$ cat config.mk
export PLATFORM = sky130hd
export DESIGN_NAME = partial_regfile
export DESIGN_NICKNAME = d
export VERILOG_FILES = /design/src/rtl/prf_pkg.sv /design/src/rtl/prf_decode.sv /design/src/rtl/prf_merge.sv /design/src/rtl/prf_extract.sv /design/src/rtl/partial_regfile.sv
export SDC_FILE = /design/constraint.sdc
export NUM_CORES = 2
export LEC_CHECK = 0
export BUFFER_PORTS_ARGS = -buffer_cell sky130_fd_sc_hd__buf_2
export CORE_MARGIN = 1
export CORE_UTILIZATION = 52
export CTS_CLUSTER_DIAMETER = 80
export DETAILED_ROUTE_END_ITERATION = 10
export GPL_ROUTABILITY_DRIVEN = 0
export GPL_TIMING_DRIVEN = 0
export PLACE_DENSITY = 0.77
export REMOVE_ABC_BUFFERS = 1
export SLEW_MARGIN = 15
export SYNTH_ARGS = -nofsm -noshare
export SYNTH_HDL_FRONTEND = slang
export SYNTH_SLANG_ARGS = --single-unit
$ cat constraint.sdc
create_clock -name clk -period 2.8 [get_ports clk]
set_clock_uncertainty 0.2 [all_clocks]
set_input_delay 0.14 -clock clk [delete_from_list [all_inputs] [get_ports clk]]
set_output_delay 0.14 -clock clk [all_outputs]
set_load 0.05 [all_outputs]
$ cat src/rtl/prf_pkg.sv
package prf_pkg;
   typedef enum logic [1:0] {
      OPW_8  = 2'd0,
      OPW_16 = 2'd1,
      OPW_32 = 2'd2,
      OPW_64 = 2'd3
   } opw_e;

   localparam int IDX_W = 4;

   typedef struct packed {
      logic [IDX_W-1:0] idx;
      logic             hi;    // byte lane 15:8 instead of 7:0
   } operand_t;
endpackage

$ cat src/rtl/prf_decode.sv
module prf_decode
   import prf_pkg::*;
(
   input  logic [2:0] field,
   input  logic       ext,
   input  logic       pfx,
   input  opw_e       width,
   output operand_t   opnd
);
   always_comb begin
      opnd.idx = {1'b0, field};
      opnd.hi  = 1'b0;
      if (pfx) begin
         opnd.idx = {ext, field};
      end else if (width == OPW_8 && field[2]) begin
         opnd.idx = {2'b00, field[1:0]};
         opnd.hi  = 1'b1;
      end
   end
endmodule

$ cat src/rtl/prf_merge.sv
module prf_merge
   import prf_pkg::*;
#(
   parameter int XLEN = 64
) (
   input  logic [XLEN-1:0] old_val,
   input  logic [XLEN-1:0] new_val,
   input  opw_e            width,
   input  logic            hi,
   output logic [XLEN-1:0] merged
);
   always_comb begin
      merged = old_val;
      case (width)
         OPW_8: begin
            if (hi) merged[15:8] = new_val[7:0];
            else    merged[7:0]  = new_val[7:0];
         end
         OPW_16:  merged[15:0] = new_val[15:0];
         OPW_32:  merged = {{(XLEN-32){1'b0}}, new_val[31:0]};
         default: merged = new_val;
      endcase
   end
endmodule

$ cat src/rtl/prf_extract.sv
module prf_extract
   import prf_pkg::*;
#(
   parameter int XLEN = 64
) (
   input  logic [XLEN-1:0] src,
   input  opw_e            width,
   input  logic            hi,
   output logic [XLEN-1:0] dout
);
   always_comb begin
      dout = '0;
      case (width)
         OPW_8: begin
            if (hi) dout[7:0] = src[15:8];
            else    dout[7:0] = src[7:0];
         end
         OPW_16:  dout[15:0] = src[15:0];
         OPW_32:  dout[31:0] = src[31:0];
         default: dout = src;
      endcase
   end
endmodule

$ cat src/rtl/partial_regfile.sv
module partial_regfile
   import prf_pkg::*;
#(
   parameter int NREGS      = 16,
   parameter int XLEN       = 64,
   parameter bit MERGE_2CYC = 1'b0
) (
   input  logic            clk,
   input  logic            rst,
   input  logic            wr_en,
   input  logic [2:0]      wr_field,
   input  logic            wr_ext,
   input  logic            wr_pfx,
   input  logic [1:0]      wr_size,
   input  logic [XLEN-1:0] wr_data,
   input  logic [2:0]      ra_field,
   input  logic            ra_ext,
   input  logic            ra_pfx,
   input  logic [1:0]      ra_size,
   output logic [XLEN-1:0] ra_data,
   input  logic [2:0]      rb_field,
   input  logic            rb_ext,
   input  logic            rb_pfx,
   input  logic [1:0]      rb_size,
   output logic [XLEN-1:0] rb_data,
   output logic            busy
);
   localparam int IDXW = $clog2(NREGS);

   if (NREGS != (1 << IDX_W)) begin : g_bad_nregs
      $error("partial_regfile: NREGS must equal 2**IDX_W");
   end
   if (XLEN != 64) begin : g_bad_xlen
      $error("partial_regfile: XLEN must be 64");
   end

   // ---------------- operand decode ----------------
   operand_t wr_op, ra_op, rb_op;
   opw_e     wr_w, ra_w, rb_w;
   assign wr_w = opw_e'(wr_size);
   assign ra_w = opw_e'(ra_size);
   assign rb_w = opw_e'(rb_size);

   prf_decode u_dec_wr (.field(wr_field), .ext(wr_ext), .pfx(wr_pfx), .width(wr_w), .opnd(wr_op));
   prf_decode u_dec_ra (.field(ra_field), .ext(ra_ext), .pfx(ra_pfx), .width(ra_w), .opnd(ra_op));
   prf_decode u_dec_rb (.field(rb_field), .ext(rb_ext), .pfx(rb_pfx), .width(rb_w), .opnd(rb_op));


   pfx_no_high_lane_chk: assert property (@(posedge clk) disable iff (rst)
      (wr_en && wr_pfx) |-> !wr_op.hi);

   // ---------------- storage ----------------
   logic [XLEN-1:0] regs [NREGS];
   logic            commit_en;
   logic [IDXW-1:0] commit_idx;
   logic [XLEN-1:0] commit_val;
   opw_e            commit_w;
   logic            fwd_v;
   logic [IDXW-1:0] fwd_idx;
   logic [XLEN-1:0] fwd_val;
   logic [XLEN-1:0] wr_merged;

   prf_merge #(.XLEN(XLEN)) u_merge_wr (
      .old_val(regs[wr_op.idx]), .new_val(wr_data), .width(wr_w),
      .hi(wr_op.hi), .merged(wr_merged));

   always_ff @(posedge clk) begin
      if (rst) begin
         for (int i = 0; i < NREGS; i++) regs[i] <= '0;
      end else if (commit_en) begin
         regs[commit_idx] <= commit_val;
      end
   end


   partial_keeps_upper_chk: assert property (@(posedge clk) disable iff (rst)
      (commit_en && (commit_w == OPW_8 || commit_w == OPW_16))
         |-> commit_val[XLEN-1:16] == regs[commit_idx][XLEN-1:16]);


   dword_zero_ext_chk: assert property (@(posedge clk) disable iff (rst)
      (commit_en && commit_w == OPW_32) |-> commit_val[XLEN-1:32] == '0);


   full_write_lands_chk: assert property (@(posedge clk) disable iff (rst)
      (wr_en && !busy && wr_w == OPW_64) |=> regs[$past(wr_op.idx)] == $past(wr_data));

   // ---------------- merge timing variants ----------------
   if (MERGE_2CYC) begin : g_two
      logic            pend_v;
      logic [IDXW-1:0] pend_idx;
      logic            pend_hi;
      opw_e            pend_w;
      logic [XLEN-1:0] pend_data;
      logic [XLEN-1:0] pend_merged;
      logic            accept;
      logic            wr_partial;

      assign wr_partial = (wr_w == OPW_8) || (wr_w == OPW_16);
      assign accept     = wr_en && !pend_v;

      always_ff @(posedge clk) begin
         if (rst) begin
            pend_v    <= 1'b0;
            pend_idx  <= '0;
            pend_hi   <= 1'b0;
            pend_w    <= OPW_8;
            pend_data <= '0;
         end else begin
            pend_v <= accept && wr_partial;
            if (accept && wr_partial) begin
               pend_idx  <= wr_op.idx;
               pend_hi   <= wr_op.hi;
               pend_w    <= wr_w;
               pend_data <= wr_data;
            end
         end
      end

      prf_merge #(.XLEN(XLEN)) u_merge_pend (
         .old_val(regs[pend_idx]), .new_val(pend_data), .width(pend_w),
         .hi(pend_hi), .merged(pend_merged));

      assign commit_en  = pend_v || (accept && !wr_partial);
      assign commit_idx = pend_v ? pend_idx : wr_op.idx;
      assign commit_val = pend_v ? pend_merged : wr_merged;
      assign commit_w   = pend_v ? pend_w : wr_w;
      assign busy       = pend_v;
      assign fwd_v      = pend_v;
      assign fwd_idx    = pend_idx;
      assign fwd_val    = pend_merged;


      partial_raises_busy_chk: assert property (@(posedge clk) disable iff (rst)
         (wr_en && !busy && wr_partial) |=> busy);


      busy_single_cycle_chk: assert property (@(posedge clk) disable iff (rst)
         busy |=> !busy);
   end else begin : g_one
      assign commit_en  = wr_en;
      assign commit_idx = wr_op.idx;
      assign commit_val = wr_merged;
      assign commit_w   = wr_w;
      assign busy       = 1'b0;
      assign fwd_v      = 1'b0;
      assign fwd_idx    = '0;
      assign fwd_val    = '0;
   end


   reset_idle_chk: assert property (@(posedge clk) rst |=> !busy);

   // ---------------- read ports ----------------
   logic [XLEN-1:0] ra_src, rb_src;
   assign ra_src = (fwd_v && ra_op.idx == fwd_idx) ? fwd_val : regs[ra_op.idx];
   assign rb_src = (fwd_v && rb_op.idx == fwd_idx) ? fwd_val : regs[rb_op.idx];

   prf_extract #(.XLEN(XLEN)) u_ext_ra (.src(ra_src), .width(ra_w), .hi(ra_op.hi), .dout(ra_data));
   prf_extract #(.XLEN(XLEN)) u_ext_rb (.src(rb_src), .width(rb_w), .hi(rb_op.hi), .dout(rb_data));


   byte_read_zero_ext_chk: assert property (@(posedge clk) disable iff (rst)
      (ra_w == OPW_8) |-> ra_data[XLEN-1:8] == '0);
endmodule

# After elaboration in Yosys (flattened, before gate mapping)
# Memory sizes are Yosys's and may differ from the RTL's.
# Index checks and enable logic that the tools add are counted.
dict set report op_classes {
  eq_ne 9
  add_sub_neg 0
  n_bitwise 0
  muxes 31
  n_reduce_logical 15
  magnitude_cmp 0
  n_div 0
  shifts 0
  n_mul 0
}
# operator count
set op_table {}
lappend op_table {{48-bit one-hot mux with 2 select lines} 1}
lappend op_table {{32-bit 2-to-1 mux} 2}
lappend op_table {{64-bit 2-to-1 mux} 1}
lappend op_table {{8-bit 2-to-1 mux} 8}
lappend op_table {{64-bit OR reduction} 1}
lappend op_table {{16-bit 2-to-1 mux} 3}
lappend op_table {{4-bit 2-to-1 mux} 7}
lappend op_table {{1-bit 2-to-1 mux} 8}
lappend op_table {{2-bit by 1-bit == test with 1-bit output, second input constant} 3}
lappend op_table {{2-bit == test, second input constant} 3}
lappend op_table {{2-bit zero test} 3}
lappend op_table {{2-bit AND reduction} 3}
lappend op_table {{2-bit OR reduction} 3}
lappend op_table {{3-bit OR reduction} 2}
lappend op_table {{2-bit != test, second input constant} 2}
lappend op_table {{1-bit logical AND} 3}
lappend op_table {{3-bit 2-to-1 mux} 1}
lappend op_table {{1-bit != test, second input constant} 1}
dict set report word_totals {
  mem_bits_ro 0
  wordCells 56
  reg_bits 0
  input_bits 88
  latch_bits 0
  ram_bits 1024
  n_memories 1
}
# memory depth word_bits read_ports rd_ports_with_merged_regs wr line
set mem_list {}
lappend mem_list {regs 16 64 2 0 16 partial_regfile.sv:53} ;# logic [XLEN-1:0] regs [NREGS];

# Longest topological paths before layout
dict set report depth {
  word_depth 8
  ltp_mapped 8
  mapped_depth_nobuf 4
}

# Hierarchy
# Synthesis repeated with hierarchy kept, for this count alone.
dict set report hier_totals {
  cells_unflattened 4136
  hier_area_um2 62164.6
}
# mod area_each_um2 seq_area_each_um2 instances cells_per_inst
set modules_own_cells {}
lappend modules_own_cells {partial_regfile 60190.2 30749.5 1 3876}
lappend modules_own_cells {prf_extract 513.0 0.0 2 74}
lappend modules_own_cells {prf_merge 813.3 0.0 1 97}
lappend modules_own_cells {prf_decode 45.0 0.0 3 5}

# Worst setup path after synthesis
# OpenSTA, ideal clock, no wires.
dict set report synth_timing {
  kind {input port to output port}
  startpoint {input port rb_size[1]}
  endpoint {output port rb_data[4]}
  arrival_time_ns 2.331
  cell_stages 6
  n_path_buf 3
  setup_slack_ns 0.129
  path_cell_list {buf_2 > o31ai_2 > buf_4 > buf_2 > o21ai_0 > a221oi_1}
}
dict set report synth_between {
  elab_chain_cells 7
  elab_cells_between_ends 8
}
# element line
set synth_lines {}
lappend synth_lines {{start, declared} partial_regfile.sv:24} ;# input logic [1:0] rb_size,
lappend synth_lines {{2-bit zero test *} {prf_decode.sv:15, prf_extract.sv:13}}
lappend synth_lines {{1-bit logical AND} prf_decode.sv:15} ;# end else if (width == OPW_8 && field[2]) begin
lappend synth_lines {{4-bit 2-to-1 mux} prf_decode.sv:15}
lappend synth_lines {{4-bit 2-to-1 mux} prf_decode.sv:13} ;# if (pfx) begin
lappend synth_lines {{memory 16 x 64 bit} n/a}
lappend synth_lines {{8-bit 2-to-1 mux} prf_extract.sv:15} ;# if (hi) dout[7:0] = src[15:8];
lappend synth_lines {{8-bit 2-to-1 mux *} prf_extract.sv:13} ;# case (width)
lappend synth_lines {{end, declared} partial_regfile.sv:25} ;# output logic [XLEN-1:0] rb_data,
# Every way passes the cells marked *; elsewhere a longest branch is shown, timed or not.

==> metrics.cfg <==
[place]
dp_hpwl_um = 94100
port_buffers = 215
place_ws_ps = -1260
dpl_cell_area_um2 = 56400

[synthesis]
synth_edf_count = 1024
synth_seq_cells = 1024
yosysTopAreaCell = edfxtp_1
synthDominantCellAreaShare = 0.577
avgSynthCellArea_um2 = 15.1
yosysWarnings = 0
seq_area_frac_synth = 0.577
synthDistinctLibCells = 45
synthFlopType = edfxtp_1
synth_area_um2 = 53300
ys_async_sr_fraction = 0
synth_top_cells_by_area = edfxtp_1, mux4_2, nor2_1
synthCells = 3524

[floorplan]
start_util = 0.524
core_area_um2 = 102000
dieArea_um2 = 104000
fp.dieW_um = 322
ios = 217
die_h_um = 322
std_cell_rows = 117

[clock_tree]
numCtsBuffers = 102
htree_num_levels = 3
clk_pin_slew_ps = 60
cts.sink_count = 1024
cts-root-to-sink-buffers = 3
cts_tree = yes
ctsRootBufferMaster = clkbuf_16

[timing]
whs_ps = 42.4
period_share = 1.01
fin_ws_ps = -35.6
post-route-min-period_ps = 2840
slew_headroom = 0.0908
worst_slew_pin_slew_ps = 1360
rsz0062_at_grt = true
slew_violations = 0
final_hold_viol_count = 0
setup_viol = 4
max_freq_ghz = 0.353

[flow_run]
maxCapViolations = 0

[critical_path]
worstPathCellList = mux4_2, mux2i_1, o22ai_2, buf_4
worstPathMaxFanout = 2
start_kind = flip-flop
cp_top_family = multiplexers
path_class = flip-flop to output pin
cp_slowest_cell = mux4_2
required_ps = 2460
cp.buffers_inverters = 1
cp-startpoint = regs[1][61]
worstPathArrival_ps = 2500
slowest_delay_ps = 480
end_kind = output pin

[drt]
drc_errors = 0
wl_met3_um = 24600
antenna_left = 0
top_layer_used = met5
via_per_inst = 7.03
wire_per_inst_um = 33.4
routed_wl_um = 172000
route.met2.wl_um = 81600
drt_iter0_drc = 6264
vias = 36226
wl_met1_um = 54300
dr.pass1.iters = 8

[power]
p_sw_frac = 0.266
power.density_nw_per_um2 = 605
vdd_drop_max_mv = 0.475
switching_power_mw = 9.92
comb_power_share = 0.149
power_frac_seq = 0.487
clkPwrFrac = 0.364
p_int_mw = 27.3
power_leakage_nw = 22.5

[finish]
top_regs = regs x1024
fin_area_um2 = 61500
post-route-util = 0.606
layout_commonest_cell = edfxtp_1
largest_reg_flops = 1024
synthToLayoutAreaGrowth_pct = 15.5
fillerInstances = 7161
drive_gt1_frac = 0.296
largest_register = regs
final_nets = 3785
layout_common_cells = edfxtp_1, nor2_1, mux4_2, mux2i_1, buf_2

[global_route]
antenna_found_initial = 10
grt_pass1_vias = 36282
grt_start_max_net_pins = 88
grt_pass1_wl_um = 241000
grt_usage = 0.327
grt.overflow.total = 0

[hold_path]
min_path_type = primary input to flip-flop
worstHoldStart = wr_ext

[run_status]
outcome = finished with violations
failed_checks = negative setup slack

## per-layer routing
layer	vias up	track usage
li1	14155	-
met1	17972	0.396
met2	3298	0.523
met3	787	0.0932
met4	14	0.196
met5	-	0
## worst paths after layout
check / to / cells past startpoint
setup / recovery: rb_data[61] / 4
hold / removal: regs[1][8] / 5
## what timing repair did
item                       4_1_cts  5_1_grt
pin swaps                        8        9
gates cloned                    27        4
setup buffers                   11        7
gates resized for setup         37       42
hold endpoints to repair       931        0
hold buffers                    67        0
setup endpoints to repair      588       97
## power by group through the flow
stage	sequential, mW	clock (mW)	combinational [mW]
6_report	18.1	13.5	5.54
3_5_place_dp	18.4	0	5.03
5_1_grt	18.2	14.0	5.68
3_3_place_gp	18.4	0	5.25
4_1_cts	18.1	13.4	5.36
2_1_floorplan	18.3	0	3.14
## final cells by class
cell class	count	area [um2]	share of cell area
clock inverter	66	607	0.00986
antenna	3	7.51	0.000122
clock buffer	121	2620	0.0426
tap	1368	1710	0.0278
inverter	1	3.75	0.0000610
timing repair buffer	397	4220	0.0686
multi-input combinational	2171	21600	0.351
sequential	1024	30700	0.500
## synthesized netlist by cell type, types with 2 or more instances
cell type / n
a211oi_1: 14
and2b_1: 2
nand3_1: 11
and3b_1: 2
nor2_1: 664
a221oi_1: 8
or2_2: 18
buf_8: 3
mux4_2: 504
nor2b_1: 10
and3_1: 194
edfxtp_1: 1024
o31ai_1: 3
mux2i_1: 246
buf_2: 126
o22ai_1: 118
nor3_1: 4
a21oi_1: 7
or3_1: 2
a22oi_1: 14
buf_4: 19
nand2_4: 5
buf_1: 30
nand3b_1: 2
and2_1: 197
buf_6: 6
nand2b_1: 40
nand2_1: 66
clkbuf_1: 156
o21ai_0: 9
o21a_1: 6
## cell families (layout without fill, tap and decap cells)
logic type	after synthesis	in the layout	share of synthesized area
AO/OA/AOI/OAI	185	185	0.0232
buffers and inverters	341	585	0.0298
flip-flops	1024	1024	0.577
multiplexers	750	750	0.259
other	1	4	0.0000704
AND/OR/NAND/NOR	1223	1235	0.110
## through the flow
stage / power, mW / cells / setup TNS, ps
floorplan: 21.4 / 3184 / -1137550
global placement: 23.6 / 4767 / -8498440
detailed placement: 23.4 / 4844 / -768480
CTS: 36.9 / 5136 / 0
global route: 37.9 / 5150 / -64.4
finish: 37.2 / 5151 / -75.4
Note: power is estimated with default switching activity, not from simulation.
